## config.mk

```make
export PLATFORM = sky130hd
export DESIGN_NAME = srd_reader
export DESIGN_NICKNAME = d
export VERILOG_FILES = /design/src/rtl/srd_pkg.sv /design/src/rtl/srd_line_front.sv /design/src/rtl/srd_shifter.sv /design/src/rtl/srd_chan_step.sv /design/src/rtl/srd_reader.sv
export SDC_FILE = /design/constraint.sdc
export NUM_CORES = 1
export LEC_CHECK = 0
export ABC_AREA = 0
export BUFFER_PORTS_ARGS = -buffer_cell sky130_fd_sc_hd__buf_2
export CELL_PAD_IN_SITES_DETAIL_PLACEMENT = 1
export CELL_PAD_IN_SITES_GLOBAL_PLACEMENT = 2
export CORE_MARGIN = 2
export CORE_UTILIZATION = 40
export DETAILED_ROUTE_END_ITERATION = 8
export MAX_ROUTING_LAYER = met4
export PLACE_DENSITY = 0.8
export SETUP_SLACK_MARGIN = 0.4
export SKIP_CTS_REPAIR_TIMING = 1
export SLEW_MARGIN = 20
export SYNTH_ARGS = -nofsm -noshare
export SYNTH_HDL_FRONTEND = slang
export SYNTH_HIERARCHICAL = 1
export SYNTH_SLANG_ARGS = --single-unit
```

## constraint.sdc

```tcl
create_clock -name clk -period 3.5 [get_ports clk]
set_clock_uncertainty 0.05 [all_clocks]
set_input_delay 1.05 -clock clk [delete_from_list [all_inputs] [get_ports clk]]
set_output_delay 1.05 -clock clk [all_outputs]
set_load 0.1 [all_outputs]
```

## src/rtl/srd_pkg.sv

```systemverilog
package srd_pkg;

    typedef enum logic [2:0] {
        ST_IDLE   = 3'd0,
        ST_GAP    = 3'd1,
        ST_CLK_LO = 3'd2,
        ST_CLK_HI = 3'd3,
        ST_FINISH = 3'd4,
        ST_EXPIRE = 3'd5
    } srd_state_e;

endpackage

```

## src/rtl/srd_line_front.sv

```systemverilog
module srd_line_front #(
    parameter int SYNC_STAGES = 2,
    parameter int HI_MIN      = 8
) (
    input  logic clk,
    input  logic rst_n,
    input  logic line_in,
    input  logic listen,
    output logic line_s,
    output logic rdy_evt
);
    localparam int HCW = $clog2(HI_MIN + 1);
    localparam logic [HCW-1:0] HI_TOP = HCW'(HI_MIN);

    logic [HCW-1:0] hi_cnt_q;

    generate
        if (SYNC_STAGES < 2) begin : g_single
            logic sync_q;
            always_ff @(posedge clk or negedge rst_n) begin
                if (!rst_n) sync_q <= 1'b0;
                else        sync_q <= line_in;
            end
            assign line_s = sync_q;
        end else begin : g_chain
            logic [SYNC_STAGES-1:0] sync_q;
            always_ff @(posedge clk or negedge rst_n) begin
                if (!rst_n) sync_q <= '0;
                else        sync_q <= {sync_q[SYNC_STAGES-2:0], line_in};
            end
            assign line_s = sync_q[SYNC_STAGES-1];
        end
    endgenerate

    // Run length of the high level, counted only while listening.
    always_ff @(posedge clk or negedge rst_n) begin
        if (!rst_n) begin
            hi_cnt_q <= '0;
        end else if (!listen || !line_s) begin
            hi_cnt_q <= '0;
        end else if (hi_cnt_q != HI_TOP) begin
            hi_cnt_q <= hi_cnt_q + HCW'(1);
        end
    end

    assign rdy_evt = listen && !line_s && (hi_cnt_q == HI_TOP);

endmodule

```

## src/rtl/srd_shifter.sv

```systemverilog
module srd_shifter #(
    parameter int WORD_W = 24
) (
    input  logic              clk,
    input  logic              rst_n,
    input  logic              clear,
    input  logic              shift_en,
    input  logic              bit_in,
    output logic [WORD_W-1:0] word
);
    logic [WORD_W-1:0] sh_q;

    always_ff @(posedge clk or negedge rst_n) begin
        if (!rst_n) begin
            sh_q <= '0;
        end else if (clear) begin
            sh_q <= '0;
        end else if (shift_en) begin
            sh_q <= {sh_q[WORD_W-2:0], bit_in};
        end
    end

    assign word = sh_q;

endmodule

```

## src/rtl/srd_chan_step.sv

```systemverilog
module srd_chan_step #(
    parameter int CHAN_W = 2
) (
    input  logic              clk,
    input  logic              rst_n,
    input  logic              step,
    input  logic              scan_en,
    input  logic [CHAN_W-1:0] chan_in,
    output logic [CHAN_W-1:0] chsel,
    output logic              skip
);
    logic [CHAN_W-1:0] chsel_q;
    logic [CHAN_W-1:0] next_c;
    logic              skip_q;

    // A dropped read does not advance the scan; it only clears the drop flag.
    always_comb begin
        if (scan_en) next_c = skip_q ? chsel_q : chsel_q + CHAN_W'(1);
        else         next_c = chan_in;
    end

    always_ff @(posedge clk or negedge rst_n) begin
        if (!rst_n) begin
            chsel_q <= '0;
            skip_q  <= 1'b0;
        end else if (step) begin
            chsel_q <= next_c;
            skip_q  <= (next_c != chsel_q);
        end
    end

    assign chsel = chsel_q;
    assign skip  = skip_q;

endmodule

```

## src/rtl/srd_reader.sv

```systemverilog
module srd_reader
    import srd_pkg::*;
#(
    parameter int WORD_W      = 24,
    parameter int CHAN_W      = 2,
    parameter int SYNC_STAGES = 2,
    parameter int HI_MIN      = 8,
    parameter int START_GAP   = 4,
    parameter int HALF_DIV    = 4,
    parameter int DEADLINE    = 400
) (
    input  logic              clk,
    input  logic              rst_n,
    input  logic              line_in,
    input  logic              scan_en,
    input  logic [CHAN_W-1:0] chan_in,
    output logic              sclk,
    output logic [CHAN_W-1:0] chsel,
    output logic              word_valid,
    output logic              word_late,
    output logic [WORD_W-1:0] word_data,
    output logic [CHAN_W-1:0] word_chan
);
    localparam int DIV_MAX = (START_GAP > HALF_DIV) ? START_GAP : HALF_DIV;
    localparam int DIVW    = $clog2(DIV_MAX + 1);
    localparam int BITW    = $clog2(WORD_W + 1);
    localparam int TMRW    = $clog2(DEADLINE + 1);
    localparam logic [DIVW-1:0] GAP_LAST  = DIVW'(START_GAP - 1);
    localparam logic [DIVW-1:0] HALF_LAST = DIVW'(HALF_DIV - 1);
    localparam logic [BITW-1:0] BIT_FULL  = BITW'(WORD_W);
    localparam logic [TMRW-1:0] TMR_LAST  = TMRW'(DEADLINE - 1);

    srd_state_e        state_q, state_d;
    logic [DIVW-1:0]   div_q;
    logic [BITW-1:0]   bit_q;
    logic [TMRW-1:0]   tmr_q;
    logic              line_s, rdy_evt, listen, shift_en, step, skip;
    logic [WORD_W-1:0] shreg;
    logic              sclk_q, valid_q, late_q;

    assign listen   = (state_q == ST_IDLE);
    assign shift_en = (state_q == ST_CLK_LO) && (state_d == ST_CLK_HI);
    assign step     = (state_q == ST_FINISH) || (state_q == ST_EXPIRE);

    srd_line_front #(.SYNC_STAGES(SYNC_STAGES), .HI_MIN(HI_MIN)) u_front (
        .clk(clk), .rst_n(rst_n), .line_in(line_in), .listen(listen),
        .line_s(line_s), .rdy_evt(rdy_evt)
    );

    srd_shifter #(.WORD_W(WORD_W)) u_shift (
        .clk(clk), .rst_n(rst_n), .clear(rdy_evt), .shift_en(shift_en),
        .bit_in(line_s), .word(shreg)
    );

    srd_chan_step #(.CHAN_W(CHAN_W)) u_chan (
        .clk(clk), .rst_n(rst_n), .step(step), .scan_en(scan_en),
        .chan_in(chan_in), .chsel(chsel), .skip(skip)
    );

    // Next-state decision
    always_comb begin
        state_d = state_q;
        unique case (state_q)
            ST_IDLE:   if (rdy_evt) state_d = ST_GAP;
            ST_GAP:    if (div_q == GAP_LAST) state_d = ST_CLK_LO;
            ST_CLK_LO: if (div_q == HALF_LAST) state_d = ST_CLK_HI;
            ST_CLK_HI: if (div_q == HALF_LAST)
                           state_d = (bit_q == BIT_FULL) ? ST_FINISH : ST_CLK_LO;
            ST_FINISH: state_d = ST_IDLE;
            ST_EXPIRE: state_d = ST_IDLE;
            default:   state_d = ST_IDLE;
        endcase
        if ((state_q == ST_GAP || state_q == ST_CLK_LO || state_q == ST_CLK_HI)
            && tmr_q == TMR_LAST) begin
            state_d = ST_EXPIRE;
        end
    end

    // State register with its counters
    always_ff @(posedge clk or negedge rst_n) begin
        if (!rst_n) begin
            state_q <= ST_IDLE;
            div_q   <= '0;
            bit_q   <= '0;
            tmr_q   <= '0;
        end else begin
            state_q <= state_d;
            div_q   <= (state_d != state_q) ? '0 : div_q + DIVW'(1);
            if (state_q == ST_IDLE)  bit_q <= '0;
            else if (shift_en)       bit_q <= bit_q + BITW'(1);
            tmr_q   <= (state_q == ST_IDLE) ? '0 : tmr_q + TMRW'(1);
        end
    end

    // Registered outputs, decoded from the next state
    always_ff @(posedge clk or negedge rst_n) begin
        if (!rst_n) begin
            sclk_q  <= 1'b0;
            valid_q <= 1'b0;
            late_q  <= 1'b0;
        end else begin
            sclk_q  <= (state_d == ST_CLK_HI);
            valid_q <= (state_d == ST_FINISH || state_d == ST_EXPIRE) && !skip;
            late_q  <= (state_d == ST_EXPIRE) && !skip;
        end
    end

    assign sclk       = sclk_q;
    assign word_valid = valid_q;
    assign word_late  = late_q;
    assign word_data  = late_q ? '0 : shreg;
    assign word_chan  = chsel;

endmodule

```

==> run summary <==
RUN STATUS
---------------------------------------------------------------------------------
Result of the run                                                    finished clean

TIMING
---------------------------------------------------------------------------------
Minimum period implied by the final worst setup slack                     2786 ps
Count of endpoints failing hold in the final timing report                      0
RSZ-0062 raised after global routing                                           no
Final number of max-transition violations                                       0
Maximum clock frequency                                                0.3589 GHz
Worst-case headroom to the max-slew limit                                  0.5345
Slew @ Worst Pin                                                         698.3 ps
Final setup violation count                                                     0
Final critical-path share of the clock period                              0.7961
Total negative slack                                                         0 ps

SYNTH
---------------------------------------------------------------------------------
Total of warnings raised by yosys                                               6
Netlist area before placement                                          2738 sq um
Library cell with the largest summed area after synthesis                 dfrtp_1
Sequential fraction of the synthesis area                                  0.5119
Post-synth EDFFs                                                                0
Number of nets produced by synthesis                                          270
Area share of the largest cell type after synthesis                        0.5119
Cell count after synthesis                                                    257
Post-Synthesis Mean Instance Area                                     10.65 sq um
Ys async rst share                                                          1.000
Number of register bits inferred by synthesis                                  56
Synth unique cells                                                             41
Top area cells in the synthesized netlist                            dfrtp_1 51%, mux2i_1 9.9%, nor2b_1 5.9%
Most used flip-flop cell after synthesis                                  dfrtp_1

POWER
---------------------------------------------------------------------------------
Worst voltage drop across the vdd grid                                  0.1598 mV
Leakage power                                                            1.517 nW
PwrDens                                                              465.9 nW/um^2

LAYOUT
---------------------------------------------------------------------------------
Layout Area Growth over Synthesis                                          11.38%
Final nets                                                                    303
Number of antenna cells inserted                                                0
Number of filler cells placed in the layout                                   763
Share of cells above drive strength 1                                      0.1959
Post-layout utilization of the core                                        0.4538

DIE
---------------------------------------------------------------------------------
Die boundary width                                                       86.73 um
Rows                                                                           30
Count of boundary I/O pins                                                     37
Starting density of the core                                               0.4074
Core footprint                                                         6719 sq um
Die boundary height                                                      86.73 um
Area of the die                                                        7522 sq um

DRT
---------------------------------------------------------------------------------
Via density                                                                 4.968
Total vias in the final route                                                1843
Drt drc                                                                         0
Length of the first detailed-routing pass in iterations                         2
Wire length per cell                                                     14.11 um
WL final                                                                 5.236 mm
Initial DRC Count                                                              61
Number of nets with antenna violations after routing                            0

GLOBAL ROUTE
---------------------------------------------------------------------------------
Overall track demand over capacity in global routing                       0.1567
Total gr overflow                                                               0
Number of global-route vias before repair                                    1876
Wire length of the first global-routing pass                             9.032 mm
Antenna violations before repair                                                0
Pin count of the biggest net entering global routing                           31

CLOCK TREE
---------------------------------------------------------------------------------
Depth of the CTS H-tree                                                         2
Largest buffer count on any clock path                                          2
Sinks on Clock Net                                                             56
Clock latency of the later-clocked register in the worst-skew pair         330 ps
Clock slew at reported path FFs                                            110 ps
CTS tree                                                                      yes
Clock buffer count from CTS                                                     5
Cell chosen for the clock root                                           clkbuf_8

PLACEMENT
---------------------------------------------------------------------------------
Estimated wirelength of the detail-placed design                         3.757 mm
Placer's final routability congestion estimate                             0.7023
Buffers added on ports                                                         36

SETUP PATH
---------------------------------------------------------------------------------
Arrival time at the worst endpoint                                        1690 ps
Largest fanout on the critical path                                            25
CP Cell Sequence                                                            buf_2
Element type at the critical path start                                      flop
Slowest-stage cell, CP                                                    dfrtp_1
Worst path max stage delay                                                 810 ps
Path type of the worst setup path                                    flop to output port
FF-to-FF setup slack                                                      1100 ps
Data required time of the worst path                                      2400 ps
Crit path buf inv count                                                         1
Critical path endpoint category                                       output port
Delay-heaviest family, CP                                              flip-flops

RUN
---------------------------------------------------------------------------------
Max-cap violations                                                              0

HOLD PATH
---------------------------------------------------------------------------------
Class of the tightest hold or removal check                          flop to flop

[worst register-to-register path, delay by kind of cell (launching register included)]
family	cells	cell delay, ps
compound gates	1	140
buf+inv	2	520
flops	1	490
mux	2	410
simple gates	2	720
[final timing paths]
path                                                start                         to  cells after the start
worst max-delay path                            word_late                  word_late                      1
worst min-delay path            u_front/g_chain.sync_q[0]  u_front/g_chain.sync_q[1]                      0
worst max register to register                 state_q[1]                 state_q[0]                      7
worst min register to register  u_front/g_chain.sync_q[0]  u_front/g_chain.sync_q[1]                      0
max in group asynchronous                           rst_n                   tmr_q[3]                      2
min in group asynchronous                           rst_n           u_shift/word[23]                      1
[cells in the mapped netlist (2+ instances only)]
library cell / number
nand4_1: 2
nor2b_1: 26
nor3_1: 5
xnor2_1: 5
o211ai_1: 3
buf_12: 2
xor2_1: 5
dfrtp_1: 56
nand2_1: 8
nand2b_1: 3
or3_1: 3
inv_1: 9
o31ai_1: 3
mux2_2: 2
buf_4: 3
a21oi_1: 7
nor2_1: 39
o21ai_0: 8
nand3_1: 8
mux2i_1: 27
clkbuf_1: 7
ha_1: 7
[report_power, final]
part	total [mW]	leakage, nW	switching, mW	internal [mW]
clock	0.373	0.0452	0.227	0.146
combinational	0.301	0.703	0.185	0.116
sequential	0.746	0.768	0.0493	0.697
[metrics by stage]
step	setup slack, ps	cell area (sq um)	power [mW]	hold WS [ps]	instances
final	713.7	3049	1.421	329.8	371
after global routing	595.3	3049	1.513	337.1	371
after CTS	683.6	3049	1.447	329.3	371
after detailed placement	1056	2955	1.067	306.4	363
after global placement	1100	2955	1.057	298.9	363
after floorplan	-43.26	2738	1.002	281.2	257
[placed cells by master (no fill, tap or decap), types with 2 or more instances in the layout]
cell type,count
o21ai_0,8
nand3_1,8
or3_1,3
dfrtp_1,56
buf_4,3
inv_1,9
xor2_1,5
mux2_2,2
nand2b_1,3
nand4_1,2
nand2_1,8
mux2i_1,27
inv_6,2
ha_1,7
clkbuf_8,5
o31ai_1,3
nor3_1,5
xnor2_1,5
o211ai_1,3
a21oi_1,7
buf_2,36
nor2_1,39
nor2b_1,26
[layer usage]
| layer | vias to the layer above | routed length [um] | global-route usage |
|---|---|---|---|
| met1 | 887 | 2584 | 0.2099 |
| met2 | 30 | 2389 | 0.2350 |
| met4 | 0 | 93 | 0.05966 |
| met5 | - | 0 | - |
| li1 | 921 | - | - |
| met3 | 5 | 168 | 0.03238 |
[registers in the layout, summed over array words and instances, names as in the netlist]
signal and count:
u_chan/chsel 2, u_front/hi_cnt_q 4, word_late 1, tmr_q 9
sclk 1, word_valid 1, div_q 3, bit_q 5
u_shift/word 24, state_q 3, u_chan/skip 1, u_front/g_chain.sync_q 2
[kinds of logic after synthesis]
kind of cell	share of synthesized area
compound gates	0.05302
xor+xnor	0.03199
fa+ha+maj	0.03199
buf+inv	0.05210
flops	0.5119
mux	0.1069
simple gates	0.2121
[cell type report]
cell class                 count  area, sq um  area share
clock inverter                 3        25.02    0.008207
inverter                      10        37.54     0.01231
multi-input combinational    177         1194      0.3915
tap                           80        100.1     0.03283
clock buffer                   5        68.82     0.02257
sequential                    56         1401      0.4596
timing repair buffer          40        222.7     0.07304
Power figures use the tool's default switching activity.
